`src/rtl/mbx_pkg.sv`:
```
package mbx_pkg;
  localparam int unsigned STAT_W         = 32;
  localparam int unsigned STAT_FULL_BIT  = 31;
  localparam int unsigned STAT_EMPTY_BIT = 30;
  localparam int unsigned LVL_W          = 8;
endpackage

```
`src/rtl/mbx_rst_sync.sv`:
```
module mbx_rst_sync #(
  parameter int unsigned STAGES = 2
) (
  input  logic clk,
  input  logic rst_n,
  output logic rst_sync_n
);
  logic [STAGES-1:0] sync_q;
  logic [STAGES-1:0] sync_d;

  always_comb begin
    sync_d = {sync_q[STAGES-2:0], 1'b1};
  end

  always_ff @(posedge clk or negedge rst_n) begin
    if (!rst_n) sync_q <= '0;
    else        sync_q <= sync_d;
  end

  assign rst_sync_n = sync_q[STAGES-1];
endmodule

```
`src/rtl/mbx_ctrl.sv`:
```
module mbx_ctrl #(
  parameter int unsigned DEPTH = 8,
  localparam int unsigned CW   = $clog2(DEPTH + 1)
) (
  input  logic          clk,
  input  logic          rst_n,
  input  logic          clr,
  input  logic          push_vld,
  input  logic          pop,
  output logic          push_ok,
  output logic          pop_ok,
  output logic [CW-1:0] count
);
  logic [CW-1:0] count_q;
  logic [CW-1:0] count_d;
  logic          count_en;
  logic          is_full;
  logic          is_empty;

  always_comb begin
    is_full  = (count_q == CW'(DEPTH));
    is_empty = (count_q == '0);
    push_ok  = push_vld && !is_full && !clr;
    pop_ok   = pop && !is_empty && !clr;
    count_en = clr || (push_ok != pop_ok);
    if (clr)          count_d = '0;
    else if (push_ok) count_d = count_q + CW'(1);
    else              count_d = count_q - CW'(1);
  end

  always_ff @(posedge clk or negedge rst_n) begin
    if (!rst_n)        count_q <= '0;
    else if (count_en) count_q <= count_d;
  end

  assign count = count_q;
endmodule

```
`src/rtl/mbx_slots.sv`:
```
module mbx_slots #(
  parameter int unsigned DEPTH = 8,
  parameter int unsigned DW    = 32,
  parameter logic [DW-1:0] MARK = '1,
  localparam int unsigned CW   = $clog2(DEPTH + 1)
) (
  input  logic          clk,
  input  logic          rst_n,
  input  logic          clr,
  input  logic          push_ok,
  input  logic          pop_ok,
  input  logic [DW-1:0] push_data,
  input  logic [CW-1:0] count,
  output logic [DW-1:0] head
);
  logic [DW-1:0] slot_q [DEPTH];
  logic [CW-1:0] tail_idx;

  always_comb begin
    tail_idx = pop_ok ? (count - CW'(1)) : count;
  end

  for (genvar i = 0; i < DEPTH; i++) begin : g_slot
    logic [DW-1:0] slot_d;
    logic          slot_en;
    logic [DW-1:0] upper;

    if (i == DEPTH - 1) begin : g_last
      assign upper = MARK;
    end else begin : g_mid
      assign upper = slot_q[i+1];
    end

    always_comb begin
      slot_en = 1'b0;
      slot_d  = slot_q[i];
      if (clr) begin
        slot_en = 1'b1;
        slot_d  = MARK;
      end else begin
        if (pop_ok && (CW'(i) < count)) begin
          slot_en = 1'b1;
          slot_d  = upper;
        end
        if (push_ok && (CW'(i) == tail_idx)) begin
          slot_en = 1'b1;
          slot_d  = push_data;
        end
      end
    end

    always_ff @(posedge clk or negedge rst_n) begin
      if (!rst_n)       slot_q[i] <= MARK;
      else if (slot_en) slot_q[i] <= slot_d;
    end
  end

  assign head = slot_q[0];
endmodule

```
`src/rtl/mbx_status.sv`:
```
module mbx_status
  import mbx_pkg::*;
#(
  parameter int unsigned DEPTH = 8,
  localparam int unsigned CW   = $clog2(DEPTH + 1)
) (
  input  logic [CW-1:0]     count,
  output logic [STAT_W-1:0] status
);
  always_comb begin
    status                 = '0;
    status[LVL_W-1:0]      = LVL_W'(count);
    status[STAT_FULL_BIT]  = (count == CW'(DEPTH));
    status[STAT_EMPTY_BIT] = (count == '0);
  end
endmodule

```
`src/rtl/mbx_fifo.sv`:
```
module mbx_fifo
  import mbx_pkg::*;
#(
  parameter int unsigned DEPTH = 8,
  parameter int unsigned DW    = 32,
  parameter logic [DW-1:0] MARK = '1,
  localparam int unsigned CW   = $clog2(DEPTH + 1)
) (
  input  logic              clk,
  input  logic              rst_n,
  input  logic              clr,
  input  logic              push_vld,
  input  logic [DW-1:0]     push_data,
  input  logic              pop,
  output logic [DW-1:0]     pop_data,
  output logic [DW-1:0]     peek_data,
  output logic [STAT_W-1:0] status
);
  logic          rst_sync_n;
  logic          push_ok;
  logic          pop_ok;
  logic [CW-1:0] count;
  logic [DW-1:0] head;

  mbx_rst_sync #(.STAGES(2)) u_rst (
    .clk(clk), .rst_n(rst_n), .rst_sync_n(rst_sync_n)
  );

  mbx_ctrl #(.DEPTH(DEPTH)) u_ctrl (
    .clk(clk), .rst_n(rst_sync_n), .clr(clr), .push_vld(push_vld),
    .pop(pop), .push_ok(push_ok), .pop_ok(pop_ok), .count(count)
  );

  mbx_slots #(.DEPTH(DEPTH), .DW(DW), .MARK(MARK)) u_slots (
    .clk(clk), .rst_n(rst_sync_n), .clr(clr), .push_ok(push_ok),
    .pop_ok(pop_ok), .push_data(push_data), .count(count), .head(head)
  );

  mbx_status #(.DEPTH(DEPTH)) u_stat (
    .count(count), .status(status)
  );

  assign peek_data = head;
  assign pop_data  = (count == '0) ? MARK : head;
endmodule

```
`config.mk`:
```
export PLATFORM = sky130hd
export DESIGN_NAME = mbx_fifo
export DESIGN_NICKNAME = d
export VERILOG_FILES = /design/src/rtl/mbx_pkg.sv /design/src/rtl/mbx_rst_sync.sv /design/src/rtl/mbx_ctrl.sv /design/src/rtl/mbx_slots.sv /design/src/rtl/mbx_status.sv /design/src/rtl/mbx_fifo.sv
export SDC_FILE = /design/constraint.sdc
export NUM_CORES = 1
export LEC_CHECK = 0
export BUFFER_PORTS_ARGS = -buffer_cell sky130_fd_sc_hd__buf_2
export CORE_ASPECT_RATIO = 1.25
export CORE_MARGIN = 5
export CORE_UTILIZATION = 44
export CTS_CLUSTER_DIAMETER = 120
export DETAILED_ROUTE_END_ITERATION = 6
export GPL_ROUTABILITY_DRIVEN = 0
export HOLD_SLACK_MARGIN = 0.12
export SLEW_MARGIN = 20
export SYNTH_ARGS = -nofsm -noshare
export SYNTH_HDL_FRONTEND = slang
export SYNTH_SLANG_ARGS = --single-unit
```
`constraint.sdc`:
```
create_clock -name clk -period 19.25 [get_ports clk]
set_input_delay 4.8125 -clock clk [delete_from_list [all_inputs] [get_ports clk]]
set_output_delay 4.8125 -clock clk [all_outputs]
set_load 0.005 [all_outputs]
```
==> results.ini, run 1 <==
[global_route]
grt_pass1_wl_um = 57720
overflow = 0
grt_max_degree = 193
grt_use_total = 0.2006
grt_pass1_vias = 10000
grt_antenna_before_repair = 0

[final_layout]
fin_nets = 1431
final_cells = 1809
syn_to_final_growth_pct = 10.88
mostFrequentLayoutCell = dfstp_2
drive_above_1_share = 0.3324
antennaDiodeCount = 0
mostFrequentLayoutCells = dfstp_2, nor2_1, o21ai_1, buf_2, a21oi_1

[clock_network]
clk_transition_reported_paths_ps = 70
cts_setup_buffers = 0
cts_buffers = 27
postCtsHoldBufs = 0
cts_resized = 0
htreeDepth = 1
tritoncts = done
cts-root-buf = clkbuf_16
clk_latency_ps = 540
cts_buffer_depth = 3
cts.sinks = 262

[floorplan]
initial_core_util = 0.4463
die_h_um = 205.7
die_x_um = 166.6
ios = 133
num_rows = 71
dieArea_um2 = 34260
design.core.area_um2 = 30200

[drt]
drtAntennaViolNets = 0
drt_iter0_markers = 909
wl_um = 35190
first_pass_iters = 5
via_count = 10600
vias_per_cell = 5.857
drt-wirelength-per-cell_um = 19.45
drc = 0

[synth]
synth.cell_area_um2 = 13480
synthTopCellsByArea = dfstp_2, o21ai_1, nor2_1
syn_avg_cell_area_um2 = 9.782
synth_cell_types = 54
syn-instance-count = 1378
ys_warn_count = 0
ys_ff_latch = 262
synthArstFlopShare = 1.000
synth_top_area_frac = 0.4990
ys_seq_area_frac = 0.5102
synth_edf_count = 0
yosys.area.top_type = dfstp_2
synthFlopType = dfstp_2

[placement]
dp_hpwl_um = 21840
dp.cells = 1762
io_buffers = 106

[run]
cap_violations = 0

[sta]
fin_skew_ps = 19.40
finalHoldViolCount = 0
finalSetupViolations = 0
fin_crit_sh = 0.4172
finalSetupTns_ps = 0
rsz0062_at_grt = no
maxSlewHeadroom = 0.2853
slew_violations = 0
clock.fmax_ghz = 0.1245
tightest_slew_ps = 1072
finalCriticalPeriod_ps = 8030

[pwr]
combPwrFrac = 0.234
netSwitchingFraction = 0.3093
finalPower_w = 0.001644
powerDensity_nw_per_um2 = 110.0
power_leakage_nw = 5.042
p_int_w = 0.001135
max-vdd-ir-drop_mv = 0.07546
switchingPower_w = 0.0005084
clockPowerShare = 0.326
p_seq_frac = 0.439

[worst_setup_path]
r2r_start = u_ctrl.count[0]
crit_type = reg2out
required_ps = 14440
critPathCaptureType = output port
crit_chain = clkinv_1, ha_1, or3b_4, buf_4, nand2b_1, buf_2
cp_slowest_stage_delay_ps = 630
path_max_fanout = 40
worstPathArrival_ps = 3220
r2r-end = u_slots.g_slot[2].upper[30]
r2r_slack_ps = 15000
critical_path.slowest_cell = dfrtp_1
start_kind = flip-flop
r2r_cells = 8

[min_path]
hold_depth = 0
hold_path_class = reg2reg
hold_start = u_rst.sync_q[0]
min_to = u_rst.sync_q[1]

[run_status]
run_status = completed

==> power by group through the flow <==
stage / Clock [W] / Combinational (W) / Sequential [W]
final: 0.000537 / 0.000385 / 0.000722
after global routing: 0.000571 / 0.000427 / 0.000733
after global placement: 0 / 0.000377 / 0.000726
after detailed placement: 0 / 0.000386 / 0.000729
after CTS: 0.000550 / 0.000388 / 0.000722
after floorplan: 0 / 0.000275 / 0.000714
==> final cells by class <==
cell class	count	area, um2
clock buffers	41	798.3
clock inverters	5	100.1
fillers	2825	15260
inverters	6	25.02
multi-input cells	968	5909
flip-flops and latches	262	6880
well taps	401	501.7
repair buffers	126	730.7
==> critical path: cells and delay by family (launching register included) <==
| kind | cells | cell delay (ps) |
|---|---|---|
| buf+inv | 3 | 930 |
| simple gates | 2 | 680 |
| flops | 1 | 630 |
| fa+ha+maj | 1 | 400 |
==> worst max-delay path by stage <==
stage / start / end / slack, ps / depth (start not counted)
after floorplan: u_rst.sync_q[1] / u_ctrl.count[0] / 11860 / 0
after global placement: clr / u_slots.g_slot[2].upper[25] / 11390 / 7
after detailed placement: clr / u_slots.g_slot[2].upper[30] / 11460 / 7
after CTS: u_ctrl.count[0] / pop_data[8] / 11190 / 6
after global routing: u_ctrl.count[0] / pop_data[10] / 10960 / 6
final: u_ctrl.count[0] / pop_data[8] / 11220 / 6
==> sequential cells by signal, summed over array words and instances (netlist names) <==
register	flops
u_slots.g_slot.upper	224
u_rst.sync_q	2
u_ctrl.count	4
u_slots.head	32
==> cells by family (layout without fill, tap and decap cells) <==
family,count (synthesis),in the layout,share of synthesized area
compound gates,515,515,0.2394
xor+xnor,3,3,0.001950
fa+ha+maj,3,3,0.002785
buf+inv,173,178,0.06275
flops,262,262,0.5102
mux,63,63,0.04975
other cells,2,27,0.0005572
simple gates,357,357,0.1326
==> stage by stage <==
| stage | hold WS [ps] | instance area, um2 | setup slack (ps) | util |
|---|---|---|---|---|
| 6_report | 349.7 | 14950 | 11220 | 0.4948 |
| 5_1_grt | 365.5 | 14950 | 10960 | 0.4948 |
| 4_1_cts | 354.1 | 14920 | 11190 | 0.4939 |
| 3_5_place_dp | 340.3 | 14020 | 11460 | 0.4642 |
| 3_3_place_gp | 336.1 | 13980 | 11390 | 0.4630 |
| 2_1_floorplan | 331.2 | 13570 | 11860 | - |
==> synth_stat cells, drive strengths merged, types with 3 or more instances <==
cell type,number
a2111oi,32
a211oi,35
a21o,7
a21oi,103
and3,32
buf,70
clkbuf,97
dfrtp,6
dfstp,256
ha,3
inv,5
mux2,32
mux2i,31
nand2,7
nand2b,38
nand3,34
nand4,7
nor2,164
nor2b,35
o211ai,5
o21ai,195
o221a,32
o22ai,96
or3,33
==> layer usage <==
metal / routed length (um) / global-route usage / up-vias
li1: - / - / 5043
met1: 17460 / 0.3121 / 5192
met2: 15220 / 0.2977 / 313
met3: 1952 / 0.03132 / 47
met4: 557 / 0.03975 / 0
met5: 0 / 0 / -
Power figures use the tool's default switching activity.
==> inputs of run 2 (changes only) <==
ABC_AREA = 1   (was unset)
clock period = 7.5 ns   (was 19.25 ns; I/O delays follow)
==> run 2 against run 1 <==
Wire length decreased by 4.3%; global-route usage shrank 2.3 points; sequential power is 120% higher; largest cell class unchanged; synthesized cell count grew 46%; area after synthesis increased by 9.4%; final cell count is 36% higher.
==> results.ini, run 2 <==
[run_status]
run_status = completed

[sta]
clock.fmax_ghz = 0.2079
finalHoldViolCount = 0  ; unchanged
fin_skew_ps = 10.60  ; -8.805 ps
rsz0062_at_grt = no
finalSetupTns_ps = 0  ; unchanged
finalCriticalPeriod_ps = 4811
maxSlewHeadroom = 0.2800  ; -0.005367
slew_violations = 0  ; unchanged
finalSetupViolations = 0  ; unchanged
tightest_slew_ps = 1077  ; +5.441 ps
fin_crit_sh = 0.6414

[global_route]
grt_use_total = 0.1777  ; -0.02292
grt_max_degree = 196  ; +1.6%
grt_antenna_before_repair = 0  ; unchanged
grt_pass1_wl_um = 57700  ; about the same
overflow = 0  ; unchanged
grt_pass1_vias = 11250  ; +12%

[worst_setup_path]
cp_num_buf_inv = 5  ; +2
critPathCaptureType = flip-flop
cp_top_family = simple AND/OR/NAND/NOR gates
worstPathArrival_ps = 5250  ; +2030 ps
crit_chain = buf_2, inv_2, nand2_2, inv_2, nand2_2, inv_2, nand2_1, nand2_1, nor2_4, buf_4, nand2_2, nand2_1, a21oi_1
start_kind = input port
crit_type = in2reg
path_max_fanout = 65  ; +63%
critical_path.slowest_cell = nand2_1
cp_slowest_stage_delay_ps = 910  ; +280 ps
required_ps = 7930  ; -6510 ps

[pwr]
powerDensity_nw_per_um2 = 257.6  ; +130%
max-vdd-ir-drop_mv = 0.1839  ; +140%
power_leakage_nw = 8.961  ; +78%

[drt]
drt-wirelength-per-cell_um = 13.65  ; -30%
via_count = 11860  ; +12%
drtAntennaViolNets = 0  ; unchanged
first_pass_iters = 4  ; -1
wl_um = 33690  ; -4.3%
drc = 0  ; unchanged
vias_per_cell = 4.807  ; -18%
drt_iter0_markers = 687  ; -24%

[run]
cap_violations = 0  ; unchanged

[final_layout]
fill_cells = 3408  ; +21%
fin_area_um2 = 15990  ; +7.0%
mostFrequentLayoutCells = nand2_1, inv_1, nor2_1, dfstp_2, nand3_1
largest_reg_flops = 224  ; unchanged
antennaDiodeCount = 0  ; unchanged
syn_to_final_growth_pct = 8.417
mostFrequentLayoutCell = nand2_1
drive_above_1_share = 0.2411  ; -0.09131
fin_nets = 2065  ; +44%

[clock_network]
cts.sinks = 262  ; unchanged
tritoncts = done
cts_setup_buffers = 0  ; unchanged
clk_latency_ps = 540  ; about the same
cts-root-buf = clkbuf_16
htreeDepth = 1  ; unchanged
cts_buffers = 29  ; +7.4%
postCtsHoldBufs = 0  ; unchanged
cts_resized = 0  ; unchanged
cts_buffer_depth = 3  ; unchanged
clk_transition_reported_paths_ps = 60  ; about the same

[synth]
synth_edf_count = 0  ; unchanged
ys_warn_count = 0  ; unchanged
synthArstFlopShare = 1.000  ; unchanged
ys_seq_area_frac = 0.4663  ; -0.04385
synth_top_area_frac = 0.4561  ; -0.04289
synth_common_cells = nand2_1, inv_1, nor2_1
syn-instance-count = 2007  ; +46%
synth.cell_area_um2 = 14750  ; +9.4%
synth_most_common_cell = nand2_1
ys_ff_latch = 262  ; unchanged
syn_avg_cell_area_um2 = 7.348  ; -25%
synthTopCellsByArea = dfstp_2, nand2_1, nand3_1
yosys.area.top_type = dfstp_2
synth_cell_types = 29  ; -46%
synthFlopType = dfstp_2

[placement]
io_buffers = 106  ; unchanged
place_area_um2 = 15060  ; +7.4%
dp_hpwl_um = 22970  ; +5.2%

[min_path]
hold_path_class = reg2reg

[floorplan]
initial_core_util = 0.4427  ; -0.003605
design.core.area_um2 = 33310  ; +10%
die_x_um = 173.7  ; +4.3%
die_h_um = 214.7  ; +4.4%
ios = 133  ; unchanged
num_rows = 75  ; +5.6%
dieArea_um2 = 37300  ; +8.9%

## run 2: metrics by stage
| step | hold slack [ps] | total power, W | cells | utilization | setup WS, ps |
|---|---|---|---|---|---|
| 2_1_floorplan | 331.2 | 0.002622 | 2032 | - | 105.2 |
| 4_1_cts | 351.0 | 0.004167 | 2467 | 0.4788 | 2717 |
| 3_3_place_gp | 341.3 | 0.002777 | 2416 | 0.4516 | 2263 |
| 3_5_place_dp | 337.2 | 0.002799 | 2416 | 0.4521 | 2137 |
| 6_report | 349.0 | 0.004118 | 2468 | 0.4799 | 2689 |
| 5_1_grt | 359.4 | 0.004366 | 2468 | 0.4799 | 2331 |
## run 2: report_power, final
part / switching [W] / leakage [nW] / total (W) / internal (W)
Clock: 0.000571 / 0.442 / 0.00134 / 0.000772
Sequential: 0.0000607 / 2.77 / 0.00158 / 0.00152
Combinational: 0.000943 / 5.75 / 0.00119 / 0.000251
Total: 0.00157 / 8.96 / 0.00412 / 0.00254
## run 2: worst reg2reg max path: stages, from the launching register on
cell	delay (ps)
dfrtp_1	480
inv_2	130
ha_1	270
nand3_1	180
nand2_1	130
nor2_2	240
nand3_1	240
nor2_4	120
buf_4	580
nand2_2	600
nand2_1	950
a21oi_1	190
## run 2: worst paths after layout
check / start / end / slack, ps / cells past startpoint
hold reg to reg: u_rst.sync_q[0] / u_rst.sync_q[1] / 350 / 0
hold / removal: u_rst.sync_q[0] / u_rst.sync_q[1] / 350 / 0
max in group asynchronous: u_rst.sync_q[1] / u_slots.g_slot[4].upper[21] / 5560 / 2
setup reg to reg: u_ctrl.count[0] / u_slots.head[17] / 3260 / 11
min in group asynchronous: u_rst.sync_q[1] / u_ctrl.count[1] / 500 / 0
setup / recovery: clr / u_slots.g_slot[1].upper[20] / 2690 / 13
## run 2: logic make-up after synthesis
logic type | count (synthesis) | share of synthesized area
other | 2 | 0.0005093
AOI/OAI and AO/OA | 280 | 0.09893
DFF | 262 | 0.4663
buffers and inverters | 427 | 0.1344
adders and majority gates | 3 | 0.002546
xor gates and xnor gates | 1 | 0.0005940
and+or+nand+nor | 1032 | 0.2967
## run 2: cell type report
class / instances / area [um2] / area share
repair buffers: 117 / 645.6 / 0.04038
clock inverters: 13 / 101.3 / 0.006339
multi-input cells: 1343 / 6021 / 0.3766
inverters: 272 / 1021 / 0.06386
well taps: 423 / 529.3 / 0.03310
clock buffers: 38 / 789.5 / 0.04938
flip-flops and latches: 262 / 6880 / 0.4304
## run 2: routing by layer
metal,GRT usage,up-vias,share of wire
met5,0,-,0
met4,0.03248,0,0.013
met3,0.02328,32,0.051
met2,0.2844,275,0.43
met1,0.2620,5346,0.50
li1,-,6210,-
